`src/rtl/ctmul_pkg.sv`:
```
package ctmul_pkg;

  // Load strobes from control to datapath, one per register cut (at most 3).
  typedef struct packed {
    logic [2:0] load;
  } stageStrobe_t;

  // Row count entering reduction level `lvl` for a K-row start.
  function automatic int rowsAfter(input int k, input int lvl);
    int n;
    n = k;
    for (int i = 0; i < lvl; i++) n = 2 * (n / 3) + (n % 3);
    return n;
  endfunction

  // Number of carry-save levels needed to reach two rows.
  function automatic int levelCount(input int k);
    int n;
    int c;
    n = k;
    c = 0;
    while (n > 2) begin
      n = 2 * (n / 3) + (n % 3);
      c++;
    end
    return c;
  endfunction

  // Level boundary after which register cut `idx` sits.
  function automatic int cutAt(input int levels, input int pipe, input int idx);
    return ((idx + 1) * (levels + 1)) / (pipe + 1);
  endfunction

  // Register cut index placed after level `lvl`, or -1 for none.
  function automatic int stageOfLevel(input int levels, input int pipe, input int lvl);
    int s;
    s = -1;
    for (int i = 0; i < pipe; i++)
      if (cutAt(levels, pipe, i) == lvl) s = i;
    return s;
  endfunction

endpackage

```
`src/rtl/ctmul_counter32.sv`:
```
// (3,2) counter: three bits of one weight in, sum at that weight, carry one up.
module ctmul_counter32 (
  input  logic x,
  input  logic y,
  input  logic z,
  output logic sum,
  output logic carry
);
  assign sum   = x ^ y ^ z;
  assign carry = (x & y) | (x & z) | (y & z);
endmodule

```
`src/rtl/ctmul_counter22.sv`:
```
// (2,2) counter: two bits of one weight in.
module ctmul_counter22 (
  input  logic x,
  input  logic y,
  output logic sum,
  output logic carry
);
  assign sum   = x ^ y;
  assign carry = x & y;
endmodule

```
`src/rtl/ctmul_ctrl.sv`:
```
module ctmul_ctrl
  import ctmul_pkg::*;
#(
  parameter int PIPE = 2
) (
  input  logic         clk,
  input  logic         rst,
  input  logic         inValid,
  output logic         outValid,
  output stageStrobe_t strobe
);

  if (PIPE == 0) begin : gComb
    logic unusedCtl;
    assign unusedCtl = clk ^ rst;
    assign outValid  = inValid;
    assign strobe    = '0;
  end else begin : gPiped
    // vq[i] is the valid bit after i register cuts.
    logic [PIPE:1] vq;

    always_ff @(posedge clk) begin
      if (rst) begin
        vq <= '0;
      end else begin
        vq[1] <= inValid;
        for (int i = 2; i <= PIPE; i++) vq[i] <= vq[i-1];
      end
    end

    always_comb begin
      strobe         = '0;
      strobe.load[0] = inValid;
      for (int i = 1; i < PIPE; i++) strobe.load[i] = vq[i];
    end

    assign outValid = vq[PIPE];
  end

endmodule

```
`src/rtl/ctmul_dp.sv`:
```
module ctmul_dp
  import ctmul_pkg::*;
#(
  parameter int K    = 8,
  parameter int PIPE = 2
) (
  input  logic             clk,
  input  stageStrobe_t     strobe,
  input  logic [K-1:0]     a,
  input  logic [K-1:0]     b,
  output logic [2*K-1:0]   product
);

  localparam int W = 2 * K;
  localparam int L = levelCount(K);

  logic unusedStrobe;
  assign unusedStrobe = ^strobe;

  // Bit-product rows, one per multiplier bit, at their weight.
  logic [W-1:0] ppRows [K];
  for (genvar r = 0; r < K; r++) begin : gPp
    assign ppRows[r] = W'({K{b[r]}} & a) << r;
  end

  // Carry-save reduction levels.
  for (genvar l = 0; l < L; l++) begin : lvl
    localparam int NI = rowsAfter(K, l);
    localparam int G  = NI / 3;
    localparam int RM = NI % 3;
    localparam int NO = 2 * G + RM;
    localparam int ST = stageOfLevel(L, PIPE, l + 1);

    logic [W-1:0] rowsIn  [NI];
    logic [W-1:0] nxt     [NO];
    logic [W-1:0] rowsOut [NO];

    if (l == 0) begin : gSrc
      assign rowsIn = ppRows;
    end else begin : gSrc
      assign rowsIn = lvl[l-1].rowsOut;
    end

    for (genvar g = 0; g < G; g++) begin : gGrp
      logic [W-1:0] s;
      logic [W-2:0] c;
      logic         unusedTopCarry;
      for (genvar bt = 0; bt < W; bt++) begin : gBit
        if (bt == W - 1) begin : gTop
          ctmul_counter32 uCnt (
            .x(rowsIn[3*g][bt]), .y(rowsIn[3*g+1][bt]), .z(rowsIn[3*g+2][bt]),
            .sum(s[bt]), .carry(unusedTopCarry));
        end else begin : gMid
          ctmul_counter32 uCnt (
            .x(rowsIn[3*g][bt]), .y(rowsIn[3*g+1][bt]), .z(rowsIn[3*g+2][bt]),
            .sum(s[bt]), .carry(c[bt]));
        end
      end
      assign nxt[2*g]   = s;
      assign nxt[2*g+1] = {c, 1'b0};
    end

    for (genvar r = 0; r < RM; r++) begin : gPass
      assign nxt[2*G+r] = rowsIn[3*G+r];
    end

    if (ST >= 0) begin : gReg
      always_ff @(posedge clk) begin
        if (strobe.load[ST]) rowsOut <= nxt;
      end
    end else begin : gWire
      assign rowsOut = nxt;
    end
  end

  // Final carry-propagate adder over the last two rows.
  logic [W-1:0] opA;
  logic [W-1:0] opB;
  logic [W-1:1] cy;
  logic         unusedCarryOut;

  assign opA = lvl[L-1].rowsOut[0];
  assign opB = lvl[L-1].rowsOut[1];

  for (genvar bt = 0; bt < W; bt++) begin : gRca
    if (bt == 0) begin : gLsb
      ctmul_counter22 uHa (.x(opA[0]), .y(opB[0]), .sum(product[0]), .carry(cy[1]));
    end else if (bt == W - 1) begin : gMsb
      ctmul_counter32 uFa (.x(opA[bt]), .y(opB[bt]), .z(cy[bt]),
                           .sum(product[bt]), .carry(unusedCarryOut));
    end else begin : gMid
      ctmul_counter32 uFa (.x(opA[bt]), .y(opB[bt]), .z(cy[bt]),
                           .sum(product[bt]), .carry(cy[bt+1]));
    end
  end

endmodule

```
`src/rtl/ctmul_top.sv`:
```
module ctmul_top
  import ctmul_pkg::*;
#(
  parameter int K    = 8,
  parameter int PIPE = 2
) (
  input  logic           clk,
  input  logic           rst,
  input  logic           in_valid,
  input  logic [K-1:0]   a,
  input  logic [K-1:0]   b,
  output logic           out_valid,
  output logic [2*K-1:0] product
);

  stageStrobe_t strobe;

  ctmul_ctrl #(.PIPE(PIPE)) uCtrl (
    .clk(clk), .rst(rst), .inValid(in_valid),
    .outValid(out_valid), .strobe(strobe));

  ctmul_dp #(.K(K), .PIPE(PIPE)) uDp (
    .clk(clk), .strobe(strobe), .a(a), .b(b), .product(product));

endmodule

```
`config.mk`:
```
export PLATFORM = sky130hd
export DESIGN_NAME = ctmul_top
export DESIGN_NICKNAME = d
export VERILOG_FILES = /design/src/rtl/ctmul_pkg.sv /design/src/rtl/ctmul_counter32.sv /design/src/rtl/ctmul_counter22.sv /design/src/rtl/ctmul_ctrl.sv /design/src/rtl/ctmul_dp.sv /design/src/rtl/ctmul_top.sv
export SDC_FILE = /design/constraint.sdc
export NUM_CORES = 1
export LEC_CHECK = 0
export BUFFER_PORTS_ARGS = -buffer_cell sky130_fd_sc_hd__buf_2
export CAP_MARGIN = 20
export CORE_MARGIN = 2
export CORE_UTILIZATION = 50
export DETAILED_ROUTE_END_ITERATION = 10
export HOLD_SLACK_MARGIN = 0.12
export PLACE_DENSITY = 0.67
export RECOVER_POWER = 100
export SLEW_MARGIN = 10
export SYNTH_ARGS = -nofsm -noshare
export SYNTH_HDL_FRONTEND = slang
export SYNTH_SLANG_ARGS = --single-unit
```
`constraint.sdc`:
```
create_clock -name clk -period 8.4 [get_ports clk]
set_clock_uncertainty 0.2 [all_clocks]
set_input_delay 2.1 -clock clk [delete_from_list [all_inputs] [get_ports clk]]
set_output_delay 2.1 -clock clk [all_outputs]
set_load 0.1 [all_outputs]
```
# After elaboration in Yosys (flattened, before gate mapping)

Index checks and enable logic that the tools add are counted.

Bitwise operators: 532

Operators with widths:

| kind                   | count |
|---|---|
| $and A1 B1 Y1          | 189 |
| $xor A1 B1 Y1          | 142 |
| $or A1 B1 Y1           | 140 |
| $and A8 B8 Y8          | 8 |
| $and A1 B1 Y1 const AB | 23 |
| $xor A1 B1 Y1 const AB | 11 |
| $xor A1 B1 Y1 const B  | 9 |
| $and A1 B1 Y1 const A  | 8 |
| $xor A1 B1 Y1 const A  | 2 |

Register bits: 112
Output and inout port bits: 17
Bits of input ports: 19
Word-level logic and storage cells: 542

# Logic depth before layout (Yosys ltp)

Depth after elaboration: 30
Mapped depth: 15
Gate-level depth less buffers: 14

# Cells and area by module

From an unflattened synthesis, not the netlist that was laid out.

Cell total of the unflattened synthesis: 308
Area total of the unflattened synthesis: 6433.7 um^2

By module, submodules not included:

| module          | area each (um^2) | cells an instance | seq. area each (um^2) | instances |
|---|---|---|---|---|
| ctmul_dp        | 4127.7           | 189               | 3723.6                | 1 |
| ctmul_counter32 | 20.0             | 1                 | 0.0                   | 111 |
| ctmul_ctrl      | 71.3             | 7                 | 40.0                  | 1 |
| ctmul_counter22 | 12.5             | 1                 | 0.0                   | 1 |

# Worst setup path before layout

Ideal clock, no wire load.

Path kind: flip-flop to output port
Start point: register uDp.lvl[2].rowsOut[37] (netlist bit)
End point: output port product[15]
Setup slack: 1.563 ns
Data arrival time: 4.537 ns
Path buffers: 1
Cell stages (with the launch flop): 16
Required time: 6.100 ns
Cells stage by stage: edfxtp_1 -> ha_1 -> ha_1 -> inv_1 -> fa_1 -> inv_1 -> fa_1 -> fa_1 -> fa_1 -> fa_1 -> fa_1 -> fa_1 -> fa_1 -> fa_1 -> xor2_1 -> buf_4

Cells in the longest elaborated chain, start to end: 30
Elaborated cells on any way between the ends: 41
Those cells by class: 41 x bitwise

Ends and longest elaborated chain:

| what                       | line                  | text |
|---|---|---|
| start: declaration         | ctmul_dp.sv:36        | `logic [W-1:0] rowsOut [NO];` |
| start signal: assignment   | ctmul_dp.sv:69        | `if (strobe.load[ST]) rowsOut <= nxt;` |
| $xor A1 B1 Y1              | ctmul_counter32.sv:9  | `assign sum = x ^ y ^ z;` |
| $and A1 B1 Y1 (2 in a row) | ctmul_counter32.sv:10 | `assign carry = (x & y) \| (x & z) \| (y & z);` |
| $or A1 B1 Y1               | ctmul_counter32.sv:10 |  |
| $or A1 B1 Y1 (*)           | ctmul_counter32.sv:10 |  |
| $and A1 B1 Y1              | ctmul_counter32.sv:10 |  |
| $or A1 B1 Y1               | ctmul_counter32.sv:10 |  |
| $or A1 B1 Y1 (*)           | ctmul_counter32.sv:10 |  |
| $and A1 B1 Y1              | ctmul_counter32.sv:10 |  |
| [... 13 more ...]          | -                     |  |
| $or A1 B1 Y1 (*)           | ctmul_counter32.sv:10 |  |
| $and A1 B1 Y1              | ctmul_counter32.sv:10 |  |
| $or A1 B1 Y1               | ctmul_counter32.sv:10 |  |
| $or A1 B1 Y1 (*)           | ctmul_counter32.sv:10 |  |
| $and A1 B1 Y1              | ctmul_counter32.sv:10 |  |
| $or A1 B1 Y1               | ctmul_counter32.sv:10 |  |
| $or A1 B1 Y1 (*)           | ctmul_counter32.sv:10 |  |
| $xor A1 B1 Y1 (*)          | ctmul_counter32.sv:9  |  |
| end: declaration           | ctmul_top.sv:13       | `output logic [2*K-1:0] product` |

Mark *: on every way between the ends. The rest lies on a longest branch, timed or not.

# Worst setup path in the final report

Ends and elaborated chain as after synthesis.

==> impl_metrics.csv <==
group,metric,value,unit
run_status,status,"complete, but fails checks",
run_status,violations,"capacitance limit, slew limit",
sta,slew_headroom,-0.8942,
cells_and_area,drive_above_1_share,0.09091,
cells_and_area,nets,407,
pwr,cellPowerDensity,306.2,nW/um2
logic_synthesis,ys_ff_latch,87,
sta,rsz0062_at_grt,"false",
floorplan,die_w,98.88,um
detailed_routing,post_drt_via_cell_ratio,4.737,
detailed_routing,ant_nets,0,
sta,setup_viol,0,
logic_synthesis,syn_area,4501,um2
detailed_routing,highest_layer,"met4",
placement,pre_cts_ws,1.227,ns
clock_network,cts_inserted_buffers,9,
global_routing,grtUsageTotal,0.1499,
sta,fin_tns_setup,0,ns
logic_synthesis,synth_nets,375,
setup_path,critical_path_class,"flop to output port",
logic_synthesis,yosys_warnings,0,
logic_synthesis,synth.avg_cell_area,15.36,um2
clock_network,hold_buffers,0,
setup_path,crit_chain,"ha_1 > ha_1 > inv_1 > fa_1 > inv_1 > fa_1 > fa_1 > fa_1 > fa_1 > fa_1 > fa_1 > fa_1 > fa_1 > xor2_1 > buf_2",
setup_path,slowest_stage,"buf_2",
placement,place_hpwl,4626,um
floorplan,core,8721,um2
clock_network,cts_root_buf,"clkbuf_8",
clock_network,cts_buffer_depth,2,
setup_path,reg2reg_slack,6.23,ns
sta,period_needed,7.521,ns
global_routing,overflow,0,
detailed_routing,met1_length,3186,um
sta,fmaxAchievable,133.0,MHz
floorplan,rows,34,
setup_path,crit_path_max_incr_delay,0.44,ns
cells_and_area,area_growth,9.230,%
min_path,hp-start,"uDp.lvl[0].rowsOut[81]$_DFFE_PP_",
clock_network,cts_htree_levels,3,
run,drv_cap,2,
clock_network,clk_pin_slew_worst_paths,0.09,ns
placement,gp_congestion,0.7105,
pwr,peakVddDrop,135.7,uV
sta,maxSlewViolCount,89,
setup_path,crit_required,6.10,ns
setup_path,rr_endpoint,"uDp.lvl[2].rowsOut[34]$_DFFE_PP_",
floorplan,die_h,98.88,um
pwr,leakagePower,0.001998,uW
min_path,holdPathEnd,"uDp.lvl[2].rowsOut[33]$_DFFE_PP_",
sta,hold_violations,0,
detailed_routing,first_pass_iters,4,
setup_path,cp_common_cell,"fa_1",
sta,worstMarginPinSlew,2.841,ns
clock_network,cts.sink_count,87,
floorplan,design.die.area,9776,um2
placement,placed_cells,422,
cells_and_area,fin_cells,438,
sta,setup_ws,0.8787,ns
cells_and_area,antennaDiodeCount,0,
floorplan,num_io_pins,36,
detailed_routing,drt_iter0_drc,116,
setup_path,cp.arrival,5.22,ns
setup_path,crit_path_end_kind,"output port",
global_routing,grt_first_pass_wirelength,11060,um
min_path,min_path_cells,0,
clock_network,postCtsSetupBuffers,0,
detailed_routing,wl_met3,210,um
min_path,min_path_type,"flop to flop",
setup_path,crit_fanout,1,
detailed_routing,routedWlPerCell,14.95,um
detailed_routing,wirelength,6550,um
global_routing,grt_pass1_vias,2196,
cells_and_area,fill_cells,723,
setup_path,regToRegStartpoint,"uCtrl.gPiped.vq[1]$_SDFF_PP0_",
placement,port_buffers,35,
setup_path,crit_family,"adder cells",
clock_network,cts_tree,"yes",
clock_network,cts_resized,0,
logic_synthesis,synth_cells,293,
setup_path,startpoint_type,"flop",
detailed_routing,wl_met2,3037,um
detailed_routing,drc,0,
setup_path,worstRegToRegCells,1,
detailed_routing,vias,2075,
global_routing,grt_max_degree,54,
sta,holdWs,0.2273,ns
logic_synthesis,ys_seq_area_frac,0.5760,
logic_synthesis,synth_cell_types,9,
floorplan,start_util,0.5161,
clock_network,clk_latency,0.35,ns
setup_path,worst-path-buf-inv,3,
global_routing,antenna_found_initial,0,
sta,period_share,0.8954,
==> through the flow <==
step / utilization / power [uW] / area (um2)
floorplan: - / 1152 / 4501
detailed placement: 0.5396 / 1190 / 4706
finish: 0.5637 / 1505 / 4916
global placement: 0.5396 / 1181 / 4706
CTS: 0.5676 / 1536 / 4950
global route: 0.5637 / 1586 / 4916
==> metal layers <==
layer  up-vias  track usage
li1        973            -
met3        10      0.02482
met1      1048       0.2242
met5         -            0
met4         0      0.06955
met2        44       0.2178
==> Yosys cell counts <==
cell type	instances	area [um2]
edfxtp_1	85	2552
and2_1	64	400.4
inv_1	60	225.2
fa_1	47	940.9
buf_4	16	120.1
ha_1	16	200.2
dfxtp_1	2	40.04
nor2b_1	2	12.51
xor2_1	1	8.760
==> cell type report <==
class,count,area [um2],share of cell area
Tap cell,108,135.1,0.02749
Inverter,60,225.2,0.04581
Clock inverter,7,120.1,0.02443
Clock buffer,9,123.9,0.02520
Multi-Input combinational cell,130,1563,0.3179
Timing Repair Buffer,37,156.4,0.03181
Sequential cell,87,2592,0.5274
==> worst max path at each step <==
| stage | slack (ns) | from | cells after the start | endpoint |
|---|---|---|---|---|
| 2_1_floorplan | 1.56 | uDp.lvl[2].rowsOut[37]$_DFFE_PP_ | 15 | product[15] |
| 3_3_place_gp | 1.26 | uDp.lvl[2].rowsOut[37]$_DFFE_PP_ | 15 | product[15] |
| 3_5_place_dp | 1.23 | uDp.lvl[2].rowsOut[37]$_DFFE_PP_ | 15 | product[15] |
| 4_1_cts | 0.82 | uDp.lvl[2].rowsOut[37]$_DFFE_PP_ | 15 | product[15] |
| 5_1_grt | 0.67 | uDp.lvl[2].rowsOut[37]$_DFFE_PP_ | 13 | product[13] |
| 6_report | 0.88 | uDp.lvl[2].rowsOut[37]$_DFFE_PP_ | 15 | product[15] |
==> registers in the layout, indices dropped and copies added (netlist names) <==
register	count
uDp.lvl.rowsOut	85
uCtrl.gPiped.vq	2
==> cell usage in the layout (no fill, tap or decap) <==
cell,netlist,layout
inv_6,0,1
nor2b_1,2,2
xor2_1,1,1
clkbuf_8,0,9
buf_2,0,14
clkinv_2,0,1
bufinv_16,0,3
fa_1,47,47
inv_1,60,60
edfxtp_1,85,85
clkinvlp_4,0,1
clkbuf_1,0,23
clkinv_4,0,1
and2_0,0,30
and2_1,64,34
ha_1,16,16
dfxtp_1,2,2
==> power breakdown <==
| part | internal, uW | switching [uW] |
|---|---|---|
| Combinational | 99.8 | 501 |
| Sequential | 541 | 16.8 |
| Clock | 198 | 149 |
==> logic make-up after synthesis <==
family	Yosys count	synth area share
xor+xnor	1	0.001946
fa+ha+maj	63	0.2535
buf+inv	76	0.07673
flops	87	0.5760
simple gates	66	0.09174
Power figures use the tool's default switching activity.
